[config.mk]
export PLATFORM = sky130hd
export DESIGN_NAME = bkpt_unit
export DESIGN_NICKNAME = d
export VERILOG_FILES = /design/src/rtl/bkpt_pkg.sv /design/src/rtl/bkpt_match.sv /design/src/rtl/bkpt_lpstat.sv /design/src/rtl/bkpt_regs.sv /design/src/rtl/bkpt_unit.sv
export SDC_FILE = /design/constraint.sdc
export NUM_CORES = 1
export LEC_CHECK = 0
export ABC_AREA = 1
export BUFFER_PORTS_ARGS = -buffer_cell sky130_fd_sc_hd__buf_4
export CORE_MARGIN = 2
export CORE_UTILIZATION = 45
export CTS_BUF_LIST = sky130_fd_sc_hd__clkbuf_8
export DETAILED_ROUTE_END_ITERATION = 6
export PLACE_DENSITY_LB_ADDON = 0.1
export SLEW_MARGIN = 10
export SYNTH_ARGS = -nofsm -noshare
export SYNTH_HDL_FRONTEND = slang
export SYNTH_SLANG_ARGS = --single-unit
[constraint.sdc]
create_clock -name clk -period 0.94 [get_ports clk]
set_input_delay 0.047 -clock clk [delete_from_list [all_inputs] [get_ports clk]]
set_output_delay 0.047 -clock clk [all_outputs]
set_load 0.05 [all_outputs]
[src/rtl/bkpt_pkg.sv]
package bkpt_pkg;
  // control/status register bit positions
  localparam int CTRL_EN_BIT  = 0;
  localparam int CTRL_ACT_BIT = 1;
  // exit status register bit position
  localparam int STAT_EXIT_BIT = 0;
  // control register is always at select 0
  localparam int SEL_CTRL = 0;
endpackage

[src/rtl/bkpt_match.sv]
module bkpt_match #(
  parameter int ADDR_W = 16
) (
  input  logic              enable,
  input  logic              stop_mode,
  input  logic              bus_valid,
  input  logic [ADDR_W-1:0] bus_addr,
  input  logic [ADDR_W-1:0] bkpt_addr,
  output logic              hit
);
  logic addr_eq;
  logic gate_open;

  // comparator runs in run and wait modes, is held off in stop
  assign addr_eq   = (bus_addr == bkpt_addr);
  assign gate_open = enable && bus_valid && !stop_mode;
  assign hit       = gate_open && addr_eq;
endmodule

[src/rtl/bkpt_lpstat.sv]
module bkpt_lpstat (
  input  logic clk,
  input  logic rst_n,
  input  logic act_rise,
  input  logic wait_mode,
  input  logic stop_mode,
  input  logic exit_clr,
  output logic exit_flag
);
  logic in_lp;
  logic set_evt;

  assign in_lp   = wait_mode || stop_mode;
  assign set_evt = act_rise && in_lp;

  // set has priority over a software clear in the same cycle
  always_ff @(posedge clk) begin
    if (!rst_n)        exit_flag <= 1'b0;
    else if (set_evt)  exit_flag <= 1'b1;
    else if (exit_clr) exit_flag <= 1'b0;
  end


  exit_set_chk: assert property (@(posedge clk) disable iff (!rst_n)
    (act_rise && (wait_mode || stop_mode)) |=> exit_flag);


  exit_hold_chk: assert property (@(posedge clk) disable iff (!rst_n)
    (exit_flag && !exit_clr) |=> exit_flag);
endmodule

[src/rtl/bkpt_regs.sv]
module bkpt_regs
  import bkpt_pkg::*;
#(
  parameter int ADDR_W = 16,
  parameter int DATA_W = 8,
  parameter int NBYTES = ADDR_W / DATA_W,
  parameter int SEL_W  = $clog2(NBYTES + 2)
) (
  input  logic              clk,
  input  logic              rst_n,
  input  logic [SEL_W-1:0]  reg_sel,
  input  logic              reg_wr,
  input  logic [DATA_W-1:0] reg_wdata,
  input  logic              hit,
  input  logic              exit_flag,
  output logic [DATA_W-1:0] reg_rdata,
  output logic [ADDR_W-1:0] bkpt_addr,
  output logic              enable,
  output logic              active,
  output logic              act_rise,
  output logic              exit_clr
);
  localparam int SEL_STAT = NBYTES + 1;

  logic [NBYTES-1:0][DATA_W-1:0] byte_q;
  logic ctrl_wr;
  logic force_set;
  logic sw_clear;
  logic act_next;

  assign ctrl_wr   = reg_wr && (reg_sel == SEL_W'(SEL_CTRL));
  assign force_set = ctrl_wr && reg_wdata[CTRL_ACT_BIT];
  assign sw_clear  = ctrl_wr && !reg_wdata[CTRL_ACT_BIT];
  assign exit_clr  = reg_wr && (reg_sel == SEL_W'(SEL_STAT)) && !reg_wdata[STAT_EXIT_BIT];

  // byte b holds address bits [b*DATA_W +: DATA_W]; the upper byte sits at select 1
  for (genvar b = 0; b < NBYTES; b++) begin : g_byte
    localparam int SEL_B = NBYTES - b;
    always_ff @(posedge clk) begin
      if (!rst_n)
        byte_q[b] <= '0;
      else if (reg_wr && (reg_sel == SEL_W'(SEL_B)))
        byte_q[b] <= reg_wdata;
    end
  end

  assign bkpt_addr = byte_q;

  always_ff @(posedge clk) begin
    if (!rst_n)       enable <= 1'b0;
    else if (ctrl_wr) enable <= reg_wdata[CTRL_EN_BIT];
  end

  // a match outranks a software clear in the same cycle
  always_comb begin
    act_next = active;
    if (hit || force_set) act_next = 1'b1;
    else if (sw_clear)    act_next = 1'b0;
  end

  always_ff @(posedge clk) begin
    if (!rst_n) active <= 1'b0;
    else        active <= act_next;
  end

  assign act_rise = act_next && !active;

  always_comb begin
    reg_rdata = '0;
    if (reg_sel == SEL_W'(SEL_CTRL)) begin
      reg_rdata[CTRL_EN_BIT]  = enable;
      reg_rdata[CTRL_ACT_BIT] = active;
    end
    if (reg_sel == SEL_W'(SEL_STAT))
      reg_rdata[STAT_EXIT_BIT] = exit_flag;
    for (int b = 0; b < NBYTES; b++)
      if (reg_sel == SEL_W'(NBYTES - b))
        reg_rdata = byte_q[b];
  end


  hit_sets_chk: assert property (@(posedge clk) disable iff (!rst_n)
    hit |=> active);


  force_sets_chk: assert property (@(posedge clk) disable iff (!rst_n)
    force_set |=> active);


  flag_hold_chk: assert property (@(posedge clk) disable iff (!rst_n)
    (active && !sw_clear) |=> active);


  enable_gate_chk: assert property (@(posedge clk) disable iff (!rst_n)
    (!enable && !active && !force_set) |=> !active);
endmodule

[src/rtl/bkpt_unit.sv]
module bkpt_unit #(
  parameter int ADDR_W = 16,
  parameter int DATA_W = 8,
  parameter int NBYTES = ADDR_W / DATA_W,
  parameter int SEL_W  = $clog2(NBYTES + 2)
) (
  input  logic              clk,
  input  logic              rst_n,
  input  logic [SEL_W-1:0]  reg_sel,
  input  logic              reg_wr,
  input  logic [DATA_W-1:0] reg_wdata,
  output logic [DATA_W-1:0] reg_rdata,
  input  logic [ADDR_W-1:0] bus_addr,
  input  logic              bus_valid,
  input  logic              wait_mode,
  input  logic              stop_mode,
  output logic              brk_irq,
  output logic              lp_exit
);
  logic [ADDR_W-1:0] bkpt_addr;
  logic enable;
  logic active;
  logic act_rise;
  logic exit_clr;
  logic exit_flag;
  logic hit;

  bkpt_match #(.ADDR_W(ADDR_W)) u_match (
    .enable    (enable),
    .stop_mode (stop_mode),
    .bus_valid (bus_valid),
    .bus_addr  (bus_addr),
    .bkpt_addr (bkpt_addr),
    .hit       (hit)
  );

  bkpt_regs #(
    .ADDR_W(ADDR_W), .DATA_W(DATA_W), .NBYTES(NBYTES), .SEL_W(SEL_W)
  ) u_regs (
    .clk       (clk),
    .rst_n     (rst_n),
    .reg_sel   (reg_sel),
    .reg_wr    (reg_wr),
    .reg_wdata (reg_wdata),
    .hit       (hit),
    .exit_flag (exit_flag),
    .reg_rdata (reg_rdata),
    .bkpt_addr (bkpt_addr),
    .enable    (enable),
    .active    (active),
    .act_rise  (act_rise),
    .exit_clr  (exit_clr)
  );

  bkpt_lpstat u_lpstat (
    .clk       (clk),
    .rst_n     (rst_n),
    .act_rise  (act_rise),
    .wait_mode (wait_mode),
    .stop_mode (stop_mode),
    .exit_clr  (exit_clr),
    .exit_flag (exit_flag)
  );

  assign brk_irq = active;
  assign lp_exit = exit_flag;


  wait_match_chk: assert property (@(posedge clk) disable iff (!rst_n)
    (wait_mode && !stop_mode && enable && bus_valid && bus_addr == bkpt_addr) |=> brk_irq);


  stop_gate_chk: assert property (@(posedge clk) disable iff (!rst_n)
    (stop_mode && !brk_irq && !(reg_wr && reg_sel == '0 && reg_wdata[1])) |=> !brk_irq);


  stop_keep_chk: assert property (@(posedge clk) disable iff (!rst_n)
    (stop_mode && !reg_wr) |=> $stable(bkpt_addr));
endmodule

Word level (Yosys, flattened, before mapping)
Cells that the tools add are included.

cells by class
  add/sub/neg operators = 0
  muxes and demuxes = 8
  eq/ne operators = 4
  bitwise logic cells = 0
  $lt $le $gt $ge = 0
  multiply operators = 0
  shifts and indexed selects = 0
  divide/modulo/power cells = 0
  reductions and logical operators = 20

operators by type and width
  cell                                           count
  == test 16 bit                                 1
  two-way mux 8 bit                              2
  logical AND 1 bit                              12
  two-way mux 1 bit                              5
  == test 2 bit, second input constant           2
  zero test 1 bit                                4
  == test 2 x 1 -> 1 bit, second input constant  1
  zero test 2 bit                                1
  logical OR 1 bit                               2
  two-way mux 2 bit                              1
  nonzero test 2 bit                             1

word-level totals
  bits in read-only memories = 0
  register bits = 19
  logic and storage cells = 37
  bits in writable memories = 0
  bits in latches = 0
  memories = 0

Depth between registers and ports, before layout
Gate-level depths: netlist of run 1.

  word-level depth = 8
  gate-level depth with buffers = 10

Modules after synthesis
A second synthesis of run 1 with hierarchy kept.

unflattened totals
  cell total of the unflattened synthesis = 178
  area total of the unflattened synthesis = 1,111.1 um2

by module, submodules not included
  module       instances  seq. area each (um2)  cells an instance  area an instance (um2)
  bkpt_regs    1          360.3                 108                783.3
  bkpt_match   1          0.0                   64                 286.5
  bkpt_lpstat  1          20.0                  6                  41.3

Worst setup path before layout of run 1
OpenSTA, ideal clock, no wires.

  path type = flip-flop to output port
  start = register u_regs.byte_q, in the netlist u_regs.bkpt_addr[8]
  end = output port reg_rdata[0]
  slack = -0.549 ns
  arrival time = 1.442 ns
  data required time = 0.893 ns
  stages on the path, launching flop included = 3
  path through = dfxtp_1 > inv_1 > o21ai_0

on the way
  cells in the longest elaborated chain, start to end = 1

RTL lines
  element                          RTL line         RTL
  start, declared                  bkpt_regs.sv:25  logic [NBYTES-1:0][DATA_W-1:0] byte_q;
  start signal, assigned by index  bkpt_regs.sv:43  byte_q[b] <= reg_wdata;
  two-way mux 8 bit                bkpt_regs.sv:77  if (reg_sel == SEL_W'(NBYTES - b))
  end, declared                    bkpt_unit.sv:12  output logic [DATA_W-1:0] reg_rdata,

Every way passes these cells.

Worst setup path after layout of run 1
  start = register u_regs.byte_q, in the netlist u_regs.bkpt_addr[0]
  end = output port reg_rdata[0]

on the way
  cells in the longest elaborated chain, start to end = 2

RTL lines
  element                         RTL line
  two-way mux 8 bit (2 in a row)  bkpt_regs.sv:77

Every way passes these cells.

==> results of run 1 <==
-- routing by layer --
metal,part of all wire [%],vias up,GRT usage [%]
met1,41,594,28.0
met3,6.0,9,3.67
met2,51,49,44.2
li1,-,648,-
met5,0,-,0
met4,1.7,0,12.0
-- placed cells by master (no fill, tap or decap), types with 5 or more instances in the layout --
cell / count
a21oi_1: 15
buf_4: 44
buf_6: 15
dfxtp_1: 5
dfxtp_2: 14
inv_1: 21
inv_2: 11
nand2_1: 38
nor2_1: 13
o21ai_0: 14
xnor2_1: 5
-- power by group --
part           internal (mW)  total (mW)  switching (mW)
Sequential             0.853       0.883          0.0300
Clock                  0.291       0.568           0.277
Combinational          0.284       0.600           0.316
-- synth_stat cells, drive strengths merged --
| cell type | instances | area share, % |
|---|---|---|
| a221oi | 3 | 2.4 |
| buf | 2 | 2.1 |
| xnor2 | 6 | 4.9 |
| o221ai | 1 | 0.81 |
| a211oi | 1 | 0.70 |
| mux2i | 1 | 0.93 |
| nor3 | 1 | 0.46 |
| o21ai | 15 | 7.0 |
| or2 | 1 | 0.58 |
| nand3 | 5 | 2.3 |
| clkbuf | 1 | 0.35 |
| o22ai | 6 | 3.5 |
| a21oi | 15 | 7.0 |
| dfxtp | 19 | 35 |
| nand2 | 40 | 14 |
| nor2 | 16 | 6.0 |
| inv | 32 | 11 |
-- logic make-up (layout without fill, tap and decap cells) --
kind of cell	count (synthesis)	count (layout)	share of synthesized area (%)
simple gates	63	63	23.8
compound gates	41	41	21.4
buf+inv	35	96	13.6
flops	19	19	35.3
xor+xnor	6	6	4.88
mux	1	1	0.930
-- registers in the layout (all words and copies together) (netlist names) --
name                count
u_regs.active           1
u_regs.bkpt_addr       16
u_lpstat.exit_flag      1
u_regs.enable           1
-- repair_timing --
item,CTS,global route
pin swaps,7,8
endpoints found under the setup margin,11,11
resized for setup,31,19
endpoints found under the hold margin,0,0
setup buffers,0,3
-- area by class of cell --
cell class | instances | area [um2] | share of cell area, %
clock buffer | 3 | 41.3 | 2.32
clock inverter | 1 | 3.75 | 0.211
inverter | 32 | 124 | 6.96
multi-input combinational | 111 | 664 | 37.3
sequential | 19 | 398 | 22.3
tap | 28 | 35.0 | 1.97
timing repair buffer | 60 | 514 | 28.9
-- worst max-delay path: cells and delay by family, from the launching register on --
kind                   cells  cell delay, ps
AO/OA/AOI/OAI              2             310
buffers and inverters      2             230
flip-flops                 1             330
AND/OR/NAND/NOR            1              40
-- path summary, 6_finish.rpt --
check / start / to / slack [ps] / cells after the start
hold reg to reg: u_regs.bkpt_addr[3]$_SDFFE_PN0P_ / u_regs.bkpt_addr[3]$_SDFFE_PN0P_ / 470 / 2
setup / recovery: u_regs.bkpt_addr[0]$_SDFFE_PN0P_ / reg_rdata[0] / -270 / 5
setup reg to reg: u_regs.bkpt_addr[0]$_SDFFE_PN0P_ / u_lpstat.exit_flag$_SDFFE_PN0P_ / -230 / 10
hold / removal: reg_wdata[7] / u_regs.bkpt_addr[7]$_SDFFE_PN0P_ / 70 / 3
-- through the flow --
step	instances	area [um2]	utilization (%)
2_1_floorplan	165	1120	-
3_3_place_gp	247	1560	69.7
3_5_place_dp	247	1560	69.7
4_1_cts	251	1680	75.3
5_1_grt	254	1780	79.7
6_report	254	1780	79.7
==> impl_metrics.py, run 1 <==
metrics = {
    "run_status": {
        "status": "finished, violations left",
        "violations": "negative setup slack",
    },
    "route": {
        "vias": 1300,
        "ant_nets": 0,
        "drtIter0Drc": 22,
        "dr.pass1.iters": 4,
        "drcViolationCount": 0,
        "routed_wl_mm": 3.33,
        "wire_per_inst_um": 13.1,
        "vias_per_cell": 5.12,
    },
    "power_and_ir_drop": {
        "p_leak_nw": 0.824,
        "p_total_mw": 2.05,
        "peakVddDrop_mv": 0.894,
        "p_per_area_nw_per_um2": 1150,
    },
    "layout": {
        "diodes": 0,
        "syn_to_final_growth_pct": 65.5,
        "fillers": 178,
        "final_nets": 259,
        "drive_gt1_share_pct": 46.9,
    },
    "clock_tree": {
        "cts_max_level": 1,
        "holdBufCountCts": 0,
        "clock-sinks": 19,
        "numCtsBuffers": 3,
        "clk_pin_slew_ps": 70,
        "clockBufferDepth": 2,
        "cts_tree": "built",
        "clk_latency_ps": 260,
        "cts-root-buf": "clkbuf_8",
    },
    "global_route": {
        "grtUsageTotal_pct": 24.6,
        "grt_pass1_vias": 1175,
        "grt_first_pass_wirelength_mm": 4.93,
        "grt_max_degree": 18,
        "antenna_found_initial": 0,
        "globalRouteOverflowTotal": 0,
    },
    "worst_setup_path": {
        "required_ps": 890,
        "crit_path_cell_trace": "inv_2 > nor2_2 > a221oi_2 > o21ai_2 > buf_6",
        "slowest_stage": "dfxtp_2",
        "crit_arrival_ps": 1170,
        "cp_max_fo": 3,
        "critPathKind": "register to output port",
        "cpPeakStageDelay_ps": 330,
        "endpoint_kind": "output port",
        "startpoint_type": "register",
    },
    "sta": {
        "slew_violations": 0,
        "max_slew_margin_pct": 79.0,
        "finalCritPeriodShare_pct": 129,
        "final-hold-violation-count": 0,
        "fmax_ghz": 0.824,
        "worst_pin_slew_ps": 314,
        "skew_ps": 1.07,
        "finalSetupTns_ps": -1800,
        "worst_slack_ps": -274,
        "rsz0062_at_grt": "true",
        "finalCriticalPeriod_ps": 1210,
        "hold_ws_ps": 71.7,
        "setup_viol": 10,
    },
    "die": {
        "core_area_um2": 2230,
        "ios": 42,
        "start_util_pct": 48.2,
        "die_y_um": 52.9,
        "die_w_um": 52.9,
        "row_count": 17,
        "dieArea_um2": 2800,
    },
    "hold_path": {
        "hp-class": "input port to register",
    },
    "logic_synthesis": {
        "yosysUniqueCellTypes": 19,
        "synthesis.nets": 197,
        "seq_area_frac_synth_pct": 35.3,
        "synth.avg_cell_area_um2": 6.52,
        "synth-seq-cells": 19,
        "ys_warn_count": 0,
        "syn_inst": 165,
        "syn_area_um2": 1080,
    },
    "placed_design": {
        "gp_congestion": 0.915,
        "pre_cts_slack_ps": -180,
        "io_buffers": 41,
        "hpwl_mm": 2.29,
    },
    "job": {
        "drv_cap": 0,
    },
}
(Power assumes the default switching activity.)
==> run 2: changes to the inputs <==
CORE_ASPECT_RATIO = 1.4   (was default)
==> run 2 against run 1 <==
Against the previous run:
- the flow still finishes with violations (negative setup slack)
- utilization fell by 5.5 points
- maximum frequency up 0.57%
- via count decreased by 0.62%
- cell count fell by 2.0%
- setup slack better by 6.9 ps
- clock skew is 1.1 ps higher
- die area up 0.19%
- global-route usage shrank 0.30 points
- first-iteration DRC count up 27%
- clock-buffer cell count is the same
==> impl_metrics.py, run 2 (synthesis gave the netlist of run 1 again) <==
metrics = {
    "layout": {
        "diodes": 0,
        "instances_no_fill": 249,
        "largest_reg_flops": 16,
        "multi_input_area_um2": 639,
        "finalInstanceArea_um2": 1740,
        "final_nets": 259,
        "fillers": 196,
        "regArea_um2": 398,
        "layout_commonest_cell": "buf_4",
        "syn_to_final_growth_pct": 61.3,
        "mostFrequentLayoutCells": "buf_4, nand2_1, inv_1",
        "drive_gt1_share_pct": 47.3,
    },
    "worst_setup_path": {
        "critPathTopFamily": "flip-flops",
        "required_ps": 890,
        "startpoint_type": "register",
        "crit_path_cell_trace": "inv_2 > nor2_2 > a221oi_2 > o21ai_2 > buf_6",
        "r2r-start": "u_regs.bkpt_addr[1]$_SDFFE_PN0P_",
        "cp_max_fo": 3,
        "path_buf_inv": 2,
        "slowest_stage": "dfxtp_2",
        "cpPeakStageDelay_ps": 330,
        "crit_arrival_ps": 1160,
        "startpoint": "u_regs.bkpt_addr[0]$_SDFFE_PN0P_",
        "critPathKind": "register to output port",
        "endpoint_kind": "output port",
    },
    "sta": {
        "slew_violations": 0,
        "hold_ws_ps": 82.6,
        "skew_ps": 2.17,
        "worst_slack_ps": -267,
        "worst_pin_slew_ps": 476,
        "finalCritPeriodShare_pct": 128,
        "setup_viol": 11,
        "final-hold-violation-count": 0,
        "finalCriticalPeriod_ps": 1210,
        "max_slew_margin_pct": 68.2,
        "rsz0062_at_grt": "true",
        "fmax_ghz": 0.829,
    },
    "global_route": {
        "grt_first_pass_wirelength_mm": 5.09,
        "grt_pass1_vias": 1308,
        "grt_max_degree": 18,
        "antenna_found_initial": 0,
        "grtUsageTotal_pct": 24.3,
        "globalRouteOverflowTotal": 0,
    },
    "die": {
        "row_count": 21,
        "start_util_pct": 46.0,
        "dieArea_um2": 2800,
        "ios": 42,
        "die_w_um": 45.3,
        "die_y_um": 61.9,
        "core_area_um2": 2340,
    },
    "power_and_ir_drop": {
        "p_total_mw": 2.03,
        "p_sw_share_pct": 30.1,
        "p_leak_nw": 0.819,
        "p_per_area_nw_per_um2": 1170,
        "power.internal_mw": 1.42,
        "p_seq_share_pct": 43.4,
        "clkPwrFrac_pct": 28.6,
        "comb_power_share_pct": 28.0,
        "peakVddDrop_mv": 0.913,
        "p_sw_uw": 613,
    },
    "placed_design": {
        "gp_congestion": 0.803,
        "io_buffers": 41,
        "dp_cells": 242,
        "placed_area_um2": 1550,
        "hpwl_mm": 2.28,
    },
    "run_status": {
        "violations": "negative setup slack",
        "status": "finished, violations left",
    },
    "route": {
        "vias_per_cell": 5.19,
        "vias": 1292,
        "drcViolationCount": 0,
        "wire_per_inst_um": 12.6,
        "ant_nets": 0,
        "drtIter0Drc": 28,
        "routed_wl_mm": 3.14,
        "dr.pass1.iters": 4,
    },
    "clock_tree": {
        "cts_tree": "built",
        "holdBufCountCts": 0,
        "cts_max_level": 1,
        "clockBufferDepth": 2,
        "clk_latency_ps": 250,
        "cts-root-buf": "clkbuf_8",
        "numCtsBuffers": 3,
        "clock-sinks": 19,
        "clk_pin_slew_ps": 80,
    },
    "job": {
        "drv_cap": 0,
    },
    "hold_path": {
        "hp-class": "input port to register",
        "hp-start": "reg_wdata[4]",
    },
}
[run 2: changes by cell type in the layout (fill, tap and decap cells not counted), moves of 2 or more]
cell,change
nor2_1,-2
o22ai_4,-3
nor2_4,-2
buf_4,+2
nor2_2,+4
inv_2,-2
o22ai_2,+2
inv_1,+2
[run 2: worst register-to-register path, delay by kind of cell, from the launching register on]
family / cells / cell delay [ps]
flops: 1 / 350
buf+inv: 1 / 40
simple gates: 9 / 750
[run 2: through the flow]
| step | TNS [ps] | util [%] | setup WS (ps) |
|---|---|---|---|
| after floorplan | -1230 | - | -259 |
| after global placement | -922 | 66.3 | -133 |
| after detailed placement | -1320 | 66.3 | -161 |
| after CTS | -1870 | 72.9 | -238 |
| after global routing | -2610 | 74.2 | -346 |
| final | -2130 | 74.2 | -267 |
[run 2: final cells by class]
cell class | instances | share of cell area (%)
inverters | 32 | 6.92
clock buffers | 3 | 2.38
repair buffers | 60 | 29.0
multi-input cells | 111 | 36.8
well taps | 23 | 1.66
clock inverters | 1 | 0.288
flip-flops and latches | 19 | 22.9
[run 2: routing by layer]
| layer | GRT usage (%) | vias up | wire [um] |
|---|---|---|---|
| met2 | 45.9 | 45 | 1710 |
| met1 | 25.9 | 593 | 1210 |
| li1 | - | 648 | - |
| met4 | 9.66 | 0 | 61 |
| met3 | 4.62 | 6 | 155 |
| met5 | 0 | - | 0 |
[run 2: path summary, 6_finish.rpt]
check                           slack [ps]                                to  cells after the start
worst min-delay path                    80  u_regs.bkpt_addr[4]$_SDFFE_PN0P_                      3
worst max-delay path                  -270                      reg_rdata[0]                      5
worst max register to register        -250   u_lpstat.exit_flag$_SDFFE_PN0P_                     10
worst min register to register         490  u_regs.bkpt_addr[3]$_SDFFE_PN0P_                      2
[run 2: power groups by stage]
stage,Clock [mW],Combinational [mW],Sequential (mW)
after CTS,0.580,0.554,0.879
after floorplan,0,0.265,0.900
after global placement,0,0.502,0.888
after global routing,0.613,0.624,0.886
after detailed placement,0,0.514,0.891
final,0.582,0.568,0.882
[run 2: timing repair]
action                     4_1_cts  5_1_grt
pin swaps                        7        1
buffers inserted                 2        1
setup endpoints to repair       11       12
hold endpoints to repair         0        0
gates resized for setup         34        8
==> run 3: changes to the inputs <==
MAX_ROUTING_LAYER = met4   (was default)
TNS_END_PERCENT = 30   (was default)
==> run 3 against run 2 <==
Against the previous run:
- the run still ends with negative setup slack left
- clock-buffer cell count stayed put
- non-clock buffer count down 2
- routed wire length up 0.41%
- total power shrank 0.64%
- clock power fell by 2%
- largest power group unchanged
==> impl_metrics.py, run 3 (synthesis gave the netlist of run 1 again) <==
metrics = {
    "clock_tree": {
        "clk_pin_slew_ps": 70,
        "holdBufCountCts": 0,
        "clock-sinks": 19,
        "cts-root-buf": "clkbuf_8",
        "clk_latency_ps": 260,
        "numCtsBuffers": 3,
        "clockBufferDepth": 2,
        "cts_tree": "built",
        "cts_max_level": 1,
    },
    "worst_setup_path": {
        "crit_path_cell_trace": "inv_2 > nor2_2 > a221oi_2 > o21ai_2 > buf_6",
        "crit_arrival_ps": 1180,
        "startpoint_type": "register",
        "critPathKind": "register to output port",
        "cpPeakStageDelay_ps": 330,
        "cp_max_fo": 2,
        "startpoint": "u_regs.bkpt_addr[0]$_SDFFE_PN0P_",
        "reg2reg_to": "u_lpstat.exit_flag$_SDFFE_PN0P_",
        "slowest_stage": "dfxtp_2",
        "reg2reg_slack_ps": -230,
        "required_ps": 890,
        "r2r-start": "u_regs.bkpt_addr[0]$_SDFFE_PN0P_",
        "r2r.worst_path.cells": 11,
        "crit_path_end": "reg_rdata[0]",
        "endpoint_kind": "output port",
    },
    "placed_design": {
        "io_buffers": 41,
        "placed_area_um2": 1520,
        "hpwl_mm": 2.24,
        "gp_congestion": 0.806,
    },
    "power_and_ir_drop": {
        "p_leak_nw": 0.808,
        "p_total_mw": 2.02,
        "p_per_area_nw_per_um2": 1170,
        "peakVddDrop_mv": 0.855,
    },
    "job": {
        "drv_cap": 0,
    },
    "route": {
        "ant_nets": 0,
        "vias_per_cell": 5.13,
        "dr.pass1.iters": 5,
        "vias": 1268,
        "drtIter0Drc": 28,
        "drcViolationCount": 0,
        "routed_wl_mm": 3.15,
        "wire_per_inst_um": 12.7,
    },
    "sta": {
        "finalCriticalPeriod_ps": 1220,
        "slew_violations": 0,
        "final-hold-violation-count": 0,
        "max_slew_margin_pct": 65.3,
        "finalCritPeriodShare_pct": 130,
        "hold_ws_ps": 71.0,
        "skew_ps": 3.97,
        "fmax_ghz": 0.816,
        "rsz0062_at_grt": "true",
        "setup_viol": 12,
        "worst_pin_slew_ps": 520,
        "worst_slack_ps": -285,
    },
    "layout": {
        "finalInstanceArea_um2": 1720,
        "largest_reg_flops": 16,
        "syn_to_final_growth_pct": 59.8,
        "diodes": 0,
        "mostFrequentLayoutCells": "buf_4, nand2_1, inv_1",
        "finalCoreUtilization_pct": 73.5,
        "drive_gt1_share_pct": 43.8,
        "final_nets": 257,
        "fillers": 200,
        "layout_commonest_cell": "buf_4",
    },
    "run_status": {
        "violations": "negative setup slack",
        "status": "finished, violations left",
    },
    "hold_path": {
        "hp-class": "input port to register",
        "holdPathStages": 3,
    },
    "global_route": {
        "grt_max_degree": 18,
        "grtUsageTotal_pct": 23.7,
        "globalRouteOverflowTotal": 0,
        "grt_first_pass_wirelength_mm": 4.66,
        "grt_pass1_vias": 1219,
        "antenna_found_initial": 0,
    },
    "die": {
        "core_area_um2": 2340,
        "dieArea_um2": 2800,
        "row_count": 21,
        "ios": 42,
        "start_util_pct": 46.0,
        "die_y_um": 61.9,
        "die_w_um": 45.3,
    },
}
==> run 3: cell types whose count changed in the layout (fill, tap and decap cells not counted), sizes merged <==
cell    before  now
buf         60   58
clkinv       1    0
inv         32   33
==> run 3: cell type report <==
class | count | area, um2 | share of cell area, %
clock buffers | 3 | 41.3 | 2.40
clock inverters | 1 | 3.75 | 0.218
well taps | 23 | 28.8 | 1.67
multi-input cells | 111 | 627 | 36.5
repair buffers | 58 | 503 | 29.3
inverters | 32 | 120 | 6.99
flip-flops and latches | 19 | 395 | 23.0
==> run 3: worst min-delay path by stage <==
stage	start	end	slack, ps
after floorplan	rst_n	u_regs.bkpt_addr[10]$_SDFFE_PN0P_	190
after global placement	reg_wdata[4]	u_regs.bkpt_addr[4]$_SDFFE_PN0P_	340
after detailed placement	reg_wdata[4]	u_regs.bkpt_addr[4]$_SDFFE_PN0P_	350
after CTS	reg_wdata[4]	u_regs.bkpt_addr[4]$_SDFFE_PN0P_	80
after global routing	reg_wdata[6]	u_regs.bkpt_addr[6]$_SDFFE_PN0P_	100
final	reg_wdata[4]	u_regs.bkpt_addr[4]$_SDFFE_PN0P_	70
==> run 3: worst max-delay path: cells and delay by family, from the launching register on <==
kind / cells / cell delay (ps)
flip-flops: 1 / 330
AO/OA/AOI/OAI: 2 / 320
buffers and inverters: 2 / 230
AND/OR/NAND/NOR: 1 / 40
==> run 3: power breakdown <==
group	leakage, nW	total (mW)	switching [mW]	internal, mW
logic	0.621	0.565	0.295	0.270
clock network	0.0269	0.573	0.282	0.291
registers	0.160	0.881	0.0288	0.852
==> run 3: routing by layer <==
metal  GRT usage [%]  vias up  part of all wire, %
met5               -        -                    0
met4            8.82        0                  1.4
met3            2.60        5                  4.0
met2            46.7       37                   55
met1            23.0      581                   39
li1                -      645                    -
==> run 3: what timing repair did <==
item / in CTS / in global routing
endpoints found under the setup margin: 11 / 11
pin swaps: 4 / 6
setup buffers: 2 / 1
resized for setup: 28 / 19
==> run 3: per-stage QoR <==
stage,instances,setup slack (ps),TNS (ps)
3_3_place_gp,240,-115,-806
5_1_grt,247,-350,-2420
3_5_place_dp,240,-188,-1020
2_1_floorplan,165,-259,-1600
6_report,247,-285,-1910
4_1_cts,246,-242,-2070
